$ cat config.mk
export PLATFORM = sky130hd
export DESIGN_NAME = rx_da_filter
export DESIGN_NICKNAME = d
export VERILOG_FILES = /design/src/rtl/rx_da_filter_pkg.sv /design/src/rtl/da_capture.sv /design/src/rtl/uc_match.sv /design/src/rtl/mc_hash.sv /design/src/rtl/rx_da_filter.sv
export SDC_FILE = /design/constraint.sdc
export NUM_CORES = 1
export LEC_CHECK = 0
export BUFFER_PORTS_ARGS = -buffer_cell sky130_fd_sc_hd__buf_2
export CORE_ASPECT_RATIO = 0.75
export CORE_UTILIZATION = 30
export CTS_BUF_LIST = sky130_fd_sc_hd__clkbuf_4 sky130_fd_sc_hd__clkbuf_8
export DETAILED_ROUTE_END_ITERATION = 16
export GPL_TIMING_DRIVEN = 0
export PLACE_DENSITY = 0.51
export SETUP_SLACK_MARGIN = 0.3
export SKIP_LAST_GASP = 1
export SYNTH_ARGS = -nofsm -noshare
export SYNTH_HDL_FRONTEND = slang
export SYNTH_HIERARCHICAL = 1
export SYNTH_SLANG_ARGS = --single-unit
$ cat constraint.sdc
create_clock -name clk_i -period 13.5 [get_ports clk_i]
set_input_delay 0.675 -clock clk_i [delete_from_list [all_inputs] [get_ports clk_i]]
set_output_delay 0.675 -clock clk_i [all_outputs]
set_load 0.005 [all_outputs]
$ cat src/rtl/rx_da_filter_pkg.sv
package rx_da_filter_pkg;

  localparam int DA_BYTES  = 6;
  localparam int DA_W      = 8 * DA_BYTES;
  localparam int CTRL_ADDR = 0;
  localparam int HASH_BASE = 8;
  localparam int UC_BASE   = 16;
  localparam logic [31:0] CRC_POLY = 32'hEDB88320;

  // bit 0 = promisc ... bit 4 = bcast_block
  typedef struct packed {
    logic bcast_block;
    logic recv_all;
    logic hash_en;
    logic all_mcast;
    logic promisc;
  } flt_ctrl_t;

  function automatic logic [31:0] da_crc32(input logic [DA_W-1:0] da);
    logic [31:0] c;
    logic        fb;
    c = '1;
    for (int i = 0; i < DA_W; i++) begin
      fb = c[0] ^ da[i];
      c  = c >> 1;
      if (fb) c = c ^ CRC_POLY;
    end
    return c;
  endfunction

  function automatic logic [31:0] rev32(input logic [31:0] x);
    logic [31:0] r;
    for (int i = 0; i < 32; i++) r[31-i] = x[i];
    return r;
  endfunction

endpackage

$ cat src/rtl/da_capture.sv
module da_capture
  import rx_da_filter_pkg::*;
(
  input  logic            clk_i,
  input  logic            rst_ni,
  input  logic            byte_valid_i,
  input  logic            sof_i,
  input  logic [7:0]      byte_i,
  output logic [DA_W-1:0] da_o,
  output logic            done_o
);
  localparam int CNT_W = $clog2(DA_BYTES + 1);
  localparam logic [CNT_W-1:0] LAST = CNT_W'(DA_BYTES - 1);
  localparam logic [CNT_W-1:0] FULL = CNT_W'(DA_BYTES);

  logic [7:0]       da_q [DA_BYTES];
  logic [CNT_W-1:0] cnt_q;   // 0: idle, FULL: address complete
  logic             done_q;

  always_ff @(posedge clk_i or negedge rst_ni) begin
    if (!rst_ni) begin
      cnt_q  <= '0;
      done_q <= 1'b0;
      for (int i = 0; i < DA_BYTES; i++) da_q[i] <= '0;
    end else begin
      done_q <= 1'b0;
      if (byte_valid_i) begin
        if (sof_i) begin
          da_q[0] <= byte_i;
          cnt_q   <= CNT_W'(1);
        end else if (cnt_q != '0 && cnt_q < FULL) begin
          da_q[cnt_q] <= byte_i;
          cnt_q       <= cnt_q + CNT_W'(1);
          done_q      <= (cnt_q == LAST);
        end
      end
    end
  end

  for (genvar g = 0; g < DA_BYTES; g++) begin : g_pack
    assign da_o[8*g +: 8] = da_q[g];
  end
  assign done_o = done_q;


  restart_chk: assert property (@(posedge clk_i) disable iff (!rst_ni)
    byte_valid_i && sof_i |=> cnt_q == CNT_W'(1));

endmodule

$ cat src/rtl/uc_match.sv
module uc_match
  import rx_da_filter_pkg::*;
#(
  parameter int ENTRIES = 4,
  parameter int AW      = 6
) (
  input  logic            clk_i,
  input  logic            rst_ni,
  input  logic            cfg_we_i,
  input  logic [AW-1:0]   cfg_addr_i,
  input  logic [31:0]     cfg_wdata_i,
  input  logic [DA_W-1:0] da_i,
  output logic            hit_o
);
  logic [ENTRIES-1:0] match;

  for (genvar e = 0; e < ENTRIES; e++) begin : g_ent
    localparam logic [AW-1:0] LO_A = AW'(UC_BASE + 2*e);
    localparam logic [AW-1:0] HI_A = AW'(UC_BASE + 2*e + 1);
    logic [DA_W-1:0] addr_q;
    logic            en_q;

    always_ff @(posedge clk_i or negedge rst_ni) begin
      if (!rst_ni) begin
        addr_q <= '0;
        en_q   <= 1'b0;
      end else if (cfg_we_i) begin
        if (cfg_addr_i == LO_A) addr_q[31:0] <= cfg_wdata_i;
        if (cfg_addr_i == HI_A) begin
          addr_q[DA_W-1:32] <= cfg_wdata_i[DA_W-33:0];
          en_q              <= cfg_wdata_i[31];
        end
      end
    end

    assign match[e] = en_q && (addr_q == da_i);
  end

  assign hit_o = |match;

endmodule

$ cat src/rtl/mc_hash.sv
module mc_hash
  import rx_da_filter_pkg::*;
#(
  parameter int BINS = 64,
  parameter int AW   = 6
) (
  input  logic            clk_i,
  input  logic            rst_ni,
  input  logic            cfg_we_i,
  input  logic [AW-1:0]   cfg_addr_i,
  input  logic [31:0]     cfg_wdata_i,
  input  logic [DA_W-1:0] da_i,
  output logic            hit_o
);
  localparam int IDX_W = $clog2(BINS);
  localparam int WORDS = BINS / 32;
  localparam int SEL_W = IDX_W - 5;

  logic [31:0]      words_q [WORDS];
  logic [IDX_W-1:0] bin;
  logic [SEL_W-1:0] w_sel;
  logic [4:0]       b_sel;

  for (genvar w = 0; w < WORDS; w++) begin : g_word
    localparam logic [AW-1:0] W_A = AW'(HASH_BASE + w);
    always_ff @(posedge clk_i or negedge rst_ni) begin
      if (!rst_ni)                           words_q[w] <= '0;
      else if (cfg_we_i && cfg_addr_i == W_A) words_q[w] <= cfg_wdata_i;
    end
  end

  assign bin   = IDX_W'(rev32(~da_crc32(da_i)) >> (32 - IDX_W));
  assign w_sel = bin[IDX_W-1:5];
  assign b_sel = bin[4:0];
  assign hit_o = words_q[w_sel][b_sel];

endmodule

$ cat src/rtl/rx_da_filter.sv
module rx_da_filter
  import rx_da_filter_pkg::*;
#(
  parameter int UC_ENTRIES = 4,
  parameter int HASH_BINS  = 64,
  parameter int CFG_AW     = 6
) (
  input  logic              clk_i,
  input  logic              rst_ni,
  input  logic              byte_valid_i,
  input  logic              sof_i,
  input  logic [7:0]        byte_i,
  input  logic              cfg_we_i,
  input  logic [CFG_AW-1:0] cfg_addr_i,
  input  logic [31:0]       cfg_wdata_i,
  output logic              dec_valid_o,
  output logic              dec_accept_o
);
  localparam logic [CFG_AW-1:0] CTRL_A = CFG_AW'(CTRL_ADDR);
  localparam int CTRL_W = $bits(flt_ctrl_t);

  flt_ctrl_t       ctrl_q;
  logic [DA_W-1:0] da;
  logic            da_done, uc_hit, mc_hit;
  logic            is_group, is_bcast, accept;

  always_ff @(posedge clk_i or negedge rst_ni) begin
    if (!rst_ni)                               ctrl_q <= '0;
    else if (cfg_we_i && cfg_addr_i == CTRL_A) ctrl_q <= flt_ctrl_t'(cfg_wdata_i[CTRL_W-1:0]);
  end

  da_capture i_cap (
    .clk_i, .rst_ni, .byte_valid_i, .sof_i, .byte_i,
    .da_o(da), .done_o(da_done)
  );

  uc_match #(.ENTRIES(UC_ENTRIES), .AW(CFG_AW)) i_uc (
    .clk_i, .rst_ni, .cfg_we_i, .cfg_addr_i, .cfg_wdata_i,
    .da_i(da), .hit_o(uc_hit)
  );

  mc_hash #(.BINS(HASH_BINS), .AW(CFG_AW)) i_mc (
    .clk_i, .rst_ni, .cfg_we_i, .cfg_addr_i, .cfg_wdata_i,
    .da_i(da), .hit_o(mc_hit)
  );

  assign is_group = da[0];
  assign is_bcast = &da;

  always_comb begin
    if (ctrl_q.recv_all || ctrl_q.promisc) accept = 1'b1;
    else if (is_bcast)                     accept = !ctrl_q.bcast_block;
    else if (is_group)                     accept = ctrl_q.all_mcast || (ctrl_q.hash_en && mc_hit);
    else                                   accept = uc_hit;
  end

  assign dec_valid_o  = da_done;
  assign dec_accept_o = da_done && accept;


  strobe_single_chk: assert property (@(posedge clk_i) disable iff (!rst_ni)
    dec_valid_o |=> !dec_valid_o);

  restart_quiet_chk: assert property (@(posedge clk_i) disable iff (!rst_ni)
    byte_valid_i && sof_i |=> !dec_valid_o);

  recv_all_chk: assert property (@(posedge clk_i) disable iff (!rst_ni)
    dec_valid_o && ctrl_q.recv_all |-> dec_accept_o);

  promisc_chk: assert property (@(posedge clk_i) disable iff (!rst_ni)
    dec_valid_o && ctrl_q.promisc |-> dec_accept_o);

  bcast_block_chk: assert property (@(posedge clk_i) disable iff (!rst_ni)
    dec_valid_o && is_bcast && ctrl_q.bcast_block && !ctrl_q.promisc && !ctrl_q.recv_all
    |-> !dec_accept_o);

  uc_miss_chk: assert property (@(posedge clk_i) disable iff (!rst_ni)
    dec_valid_o && !is_group && !uc_hit && !ctrl_q.promisc && !ctrl_q.recv_all
    |-> !dec_accept_o);

endmodule

=== Yosys cells after proc, flatten, opt, wreduce, memory -nomap -nowiden ===
Cells that the tools add are included.

* Logic and storage cells: 241
* Bits in latches: 0
* Memories kept: 0
* RAM bits: 0
* Input bits: 51
* Output and inout port bits: 2
* Memory bits (read-only): 0
* Register bits: 317

* Divide/modulo/power cells: 0
* Equality and inequality tests: 15
* Shifts and indexed selects: 0
* Bitwise logic cells: 98
* Multipliers: 0
* Muxes and demuxes: 66
* Add/sub/neg operators: 1
* Reduce and logical (&&, ||, !) cells: 29
* $lt $le $gt $ge: 5

{| class="wikitable"
|+ Operators by type and width
! cell !! count
|-
| $mux W32 || 25
|-
| $not A13 Y14 || 21
|-
| $eq A48 B48 Y1 || 4
|-
| $mux W16 || 4
|-
| $mux W10 || 6
|-
| $mux W28 || 2
|-
| $mux W25 || 2
|-
| $bwmux W48 || 1
|-
| $eq A6 B5 Y1 const B || 8
|-
| $mux W48 || 1
|-
| $reduce_and A48 Y1 || 1
|-
| $xor A1 B1 Y1 || 47
|-
| $mux W22 || 2
|-
| $mux W31 || 1
|-
| $mux W30 || 1
|-
| $mux W27 || 1
|-
| $demux W8 S3 || 1
|-
| $mux W24 || 1
|-
| $not A11 Y11 || 2
|-
| $mux W21 || 1
|-
| $mux W20 || 1
|-
| $mux W6 || 3
|-
| $not A3 Y3 || 6
|-
| $not A9 Y9 || 2
|-
| 34 further kinds || 70
|}

=== Logic depth before layout (Yosys ltp) ===
* Word-level depth: 108
* Gate-level depth with buffers: 18
* Mapped depth without buffers: 16

=== By module ===
Netlist, hierarchy kept.

{| class="wikitable"
|+ By module, submodules not included
! module !! cells each !! area an instance (µm²) !! seq. area each (µm²) !! times used
|-
| uc_match || 706 || 9499.1 || 4904.7 || 1
|-
| mc_hash || 378 || 5343.9 || 1601.5 || 1
|-
| da_capture || 138 || 2142.1 || 1301.2 || 1
|-
| rx_da_filter || 37 || 357.8 || 125.1 || 1
|}

=== Worst setup path after synthesis ===
OpenSTA, ideal clock, no wires.

* Path type: flip-flop to output port
* From: reg i_cap.da_q, in the netlist i_cap/da_o[0]
* To: out dec_accept_o
* Arrival time: 5.062 ns
* Cell stages (with the launch flop): 19
* Slack: 7.763 ns
* Path buffers: 2
* Required time: 12.825 ns
* Cell sequence: dfrtp_1 -> buf_6 -> xnor3_2 -> xnor3_2 -> xor3_1 -> xnor3_2 -> xnor3_1 -> xnor2_2 -> xnor2_1 -> xnor2_2 -> buf_6 -> mux2i_1 -> mux4_2 -> o221a_1 -> a211oi_2 -> a21oi_1 -> a21oi_1 -> o31ai_1 -> mux2i_1

* Cells in the longest elaborated chain, start to end: 78
* Elaborated cells on any way between the ends: 153
* Those cells by class: eq/ne (4); mux (56); bitwise (84); reduce/logical (9)

{| class="wikitable"
|+ RTL lines
! item !! line !! text
|-
| start: declaration || da_capture.sv:16 || <nowiki>logic [7:0] da_q [DA_BYTES];</nowiki>
|-
| start signal: indexed assignment || da_capture.sv:32 || <nowiki>da_q[cnt_q] <= byte_i;</nowiki>
|-
| $mux W32 * (6 in series) || rx_da_filter_pkg.sv:26 || <nowiki>if (fb) c = c ^ CRC_POLY;</nowiki>
|-
| $xor A1 B1 Y1 (tied with other cells) || rx_da_filter_pkg.sv:24 || <nowiki>fb = c[0] ^ da[i];</nowiki>
|-
| $mux W32 * || rx_da_filter_pkg.sv:26 ||
|-
| $not A13 Y14 (no line) or $mux W32 (tied branches) || n/a ||
|-
| $mux W32 * || rx_da_filter_pkg.sv:26 ||
|-
| $not A13 Y14 (no line) or $mux W32 (tied branches) || n/a ||
|-
| $mux W32 * (2 in series) || rx_da_filter_pkg.sv:26 ||
|-
| $not A13 Y14 (no line) or $mux W32 (tied branches) || n/a ||
|-
| [... 57 more ...] || n/a ||
|-
| $mux W1 (implied by the code) * || mc_hash.sv:35 || <nowiki>assign hit_o = words_q[w_sel][b_sel];</nowiki>
|-
| via mc_hit || rx_da_filter.sv:24 || <nowiki>logic da_done, uc_hit, mc_hit;</nowiki>
|-
| $logic_and A1 B1 Y1 * || rx_da_filter.sv:53 || <nowiki>else if (is_group) accept = ctrl_q.all_mcast || (ctrl_q.hash_en && mc_hit);</nowiki>
|-
| $logic_or A1 B1 Y1 * || rx_da_filter.sv:53 ||
|-
| $mux W1 * || rx_da_filter.sv:53 ||
|-
| $mux W1 * || rx_da_filter.sv:52 || <nowiki>else if (is_bcast) accept = !ctrl_q.bcast_block;</nowiki>
|-
| $mux W1 * || rx_da_filter.sv:51 || <nowiki>if (ctrl_q.recv_all || ctrl_q.promisc) accept = 1'b1;</nowiki>
|-
| $logic_and A1 B1 Y1 * || rx_da_filter.sv:58 || <nowiki>assign dec_accept_o = da_done && accept;</nowiki>
|-
| end: declaration || rx_da_filter.sv:17 || <nowiki>output logic dec_accept_o</nowiki>
|}

Mark *: on every way through the listed nets, which the timed path passes. The select of a mux whose other input is x is not followed.

=== Final worst setup path ===
* From: reg i_cap.da_q, in the netlist i_cap/da_o[1]
* To: out dec_accept_o

* Cells in the longest elaborated chain, start to end: 77
* Elaborated cells on any way between the ends: 151
* Those cells by class: eq/ne (4); mux (55); bitwise (83); reduce/logical (9)

{| class="wikitable"
|+ RTL lines
! item !! line
|-
| $xor A1 B1 Y1 * || rx_da_filter_pkg.sv:24
|-
| $mux W32 * (6 in series) || rx_da_filter_pkg.sv:26
|-
| $xor A1 B1 Y1 (tied with other cells) || rx_da_filter_pkg.sv:24
|-
| $mux W32 * || rx_da_filter_pkg.sv:26
|-
| $not A13 Y14 (no line) or $mux W32 (tied branches) || n/a
|-
| $mux W32 * || rx_da_filter_pkg.sv:26
|-
| $not A13 Y14 (no line) (tied with other cells) || n/a
|-
| $mux W32 * (2 in series) || rx_da_filter_pkg.sv:26
|-
| [... 56 more ...] || n/a
|-
| $mux W1 (implied by the code) * || mc_hash.sv:35
|-
| via mc_hit || rx_da_filter.sv:24
|-
| $logic_and A1 B1 Y1 * || rx_da_filter.sv:53
|-
| $logic_or A1 B1 Y1 * || rx_da_filter.sv:53
|-
| $mux W1 * || rx_da_filter.sv:53
|-
| $mux W1 * || rx_da_filter.sv:52
|-
| $mux W1 * || rx_da_filter.sv:51
|-
| $logic_and A1 B1 Y1 * || rx_da_filter.sv:58
|}

Marks and branches as above.

==> flow_summary.ini <==
[status]
status = complete, no violations

[placed_design]
port-buffer-count = 51
hpwl_mm = 40.5
gp_congestion = 0.899

[detailed_routing]
antenna_left = 0
wl_mm = 56.1
dr.first_iter.drc_count = 851
via_per_inst = 4.98
drc = 0
vias = 10835
wl_per_cell_um = 25.8
first_pass_iters = 7

[synth]
synth_cell_type_count = 62
synth_edf_count = 0
yosysTopAreaCellShare_pct = 45.7
ys_async_sr_fraction_pct = 100
netlist_area_mm2 = 0.0173
avgSynthCellArea_um2 = 13.8
seq_area_frac_synth_pct = 45.7
synth-seq-cells = 317
synth_ff_type = dfrtp_1
synth_cells = 1259
yosys.area.top_type = dfrtp_1
synth_fp_nets = 1314
ys_top_cells_by_area = dfrtp_1, mux2_2, xor2_1
yosysWarnings = 6

[sta]
clock-skew-final_ps = 3.67
worst_pin_slew_ps = 1230
min_period_ps = 8140
setup_tns_ps = 0
rsz0062_at_grt = false
slew_headroom_pct = 17.3
fin_crit_sh_pct = 60.3
drv_slew = 0
hold_viol = 0
max_freq_ghz = 0.123
setup_viol = 0

[layout]
drive_gt1_share_pct = 33.8
diodes = 0
syn_to_final_growth_pct = 14.4
final_nets = 1421
n_fill_cell = 5636

[critical_path]
cp-end-kind = output port
crit_required_ps = 12820
arrival_ps = 7470
crit_fanout = 10
crit_path_cell_trace = buf_4 > xnor3_1 > xnor2_1 > xnor3_1 > xor2_1 > xnor2_1 > xnor2_1 > xnor3_1 > clkbuf_1 > mux4_2 > mux2i_1 > mux2i_1 > o21ai_0 > a211oi_2 > a21oi_1 > a21oi_1 > o31ai_1 > mux2i_1 > buf_2
slowest_delay_ps = 880
crit_path_start_kind = flop
cpMaxStageDelayCell = xnor3_1
crit_type = reg -> out

[cts]
clockBufferDepth = 3
cts-root-buf = clkbuf_8
h-tree-depth = 2
ctsHoldBuffers = 0
path_clk_slew_ps = 70
cts_tree = yes
cts_buffers = 52
clkLatencyLatePin_ps = 620
cts.sinks = 317
cts_resized = 0
cts_setup_buffers = 0

[grt]
grt_start_max_net_pins = 111
grt_pass1_vias = 11062
grt_use_total_pct = 19.3
gr-total-overflow = 0
grt_pass1_wl_mm = 81.6
antenna_found_initial = 0

[floorplan]
start_util_pct = 30.7
io_pins = 53
core_mm2 = 0.0565
die_h_um = 210
fp.dieArea_mm2 = 0.0588
die_w_um = 280
rows = 75

[hold_path]
hold_class = in -> async

[run]
drv_cap = 0
path summary, 6_finish.rpt:
kind	start	to	slack (ps)	cells after the start
setup / recovery	i_cap/da_o[1]$_DFFE_PN0P_	dec_accept_o	5360	19
max in group asynchronous	rst_ni	i_uc/g_ent[0].addr_q[25]$_DFFE_PN0P_	11820	3
hold reg to reg	i_mc/words_q[54]$_DFFE_PN0P_	i_mc/words_q[54]$_DFFE_PN0P_	500	1
hold / removal	rst_ni	i_uc/g_ent[2].addr_q[15]$_DFFE_PN0P_	100	1
setup reg to reg	i_cap/cnt_q[0]$_DFFE_PN0P_	i_cap/da_o[25]$_DFFE_PN0P_	11460	5
min in group clk_i	sof_i	i_cap/cnt_q[2]$_DFFE_PN0P_	360	2
sequential cells by signal (all words and copies together) (netlist names):
register and count:
ctrl_q 5, i_mc/words_q 64, i_cap/cnt_q 3, i_cap/done_o 1, i_cap/da_o 48, i_uc/g_ent.en_q 4, i_uc/g_ent.addr_q 192
cell type report:
cell class	instances	area, µm²	area share [%]
buffer	49	294	1.48
tap	770	963	4.86
multi-input combinational	876	9050	45.6
sequential	317	7930	40.0
clock inverter	11	134	0.675
inverter	17	63.8	0.322
timing repair buffer	53	320	1.61
clock buffer	83	1080	5.44
layout by cell type, fill, tap and decap left out, types with 10 or more instances in the layout:
cell type and count:
mux2i_1 17, mux4_2 13, nand4_1 28, xnor2_1 134, xnor3_1 41, nand2_1 16
nand3_1 10, dfrtp_1 317, buf_6 10, inv_1 16, mux2_2 260, clkbuf_1 14
buf_2 63, clkbuf_4 10, clkbuf_8 73, nor4_1 44, xor2_1 169, mux2_1 34
stage by stage:
stage / hold slack [ps] / worst slack (ps) / cells / instance area, µm² / utilization (%)
after global routing: 128 / 4980 / 2176 / 19800 / 35.1
after floorplan: 379 / 7760 / 1259 / 17300 / -
after CTS: 114 / 5340 / 2176 / 19800 / 35.1
after global placement: 484 / 5430 / 2080 / 18600 / 32.9
after detailed placement: 492 / 6010 / 2082 / 18600 / 33.0
final: 104 / 5360 / 2176 / 19800 / 35.1
synth_stat cells (5+ instances only):
cell,instances
a22o_1,8
buf_1,7
buf_2,13
buf_4,5
buf_6,10
clkbuf_1,14
dfrtp_1,317
inv_1,16
mux2_1,34
mux2_2,260
mux2_4,8
mux2i_1,17
mux4_2,13
nand2_1,16
nand3_1,10
nand4_1,28
nor2_1,8
nor3_1,6
nor4_1,44
o21ai_0,8
o2bb2ai_1,5
xnor2_1,134
xnor3_1,41
xor2_1,169
xor3_1,8
cell families after synthesis:
group	count (synthesis)	share of synthesized area [%]
simple gates	137	5.08
xor+xnor	358	22.4
compound gates	45	1.96
flops	317	45.7
mux	332	22.5
fa+ha+maj	4	0.289
buf+inv	66	2.06
critical path, delay by kind of cell, from the launching register on:
| family | cells | cell delay [ps] |
|---|---|---|
| xor+xnor | 7 | 3000 |
| mux | 4 | 1020 |
| flops | 1 | 770 |
| compound gates | 5 | 810 |
| buf+inv | 3 | 1210 |
routing by layer:
| layer | GRT usage, % | wire (µm) | up-vias |
|---|---|---|---|
| met3 | 4.07 | 3550 | 67 |
| met4 | 3.47 | 733 | 0 |
| li1 | - | - | 4719 |
| met2 | 27.5 | 23300 | 304 |
| met1 | 29.9 | 28400 | 5745 |
| met5 | 0 | 0 | - |
Power is left out: the tool's default activity adds up to more than one toggle a clock period on the data nets, which glitch-free logic cannot reach.
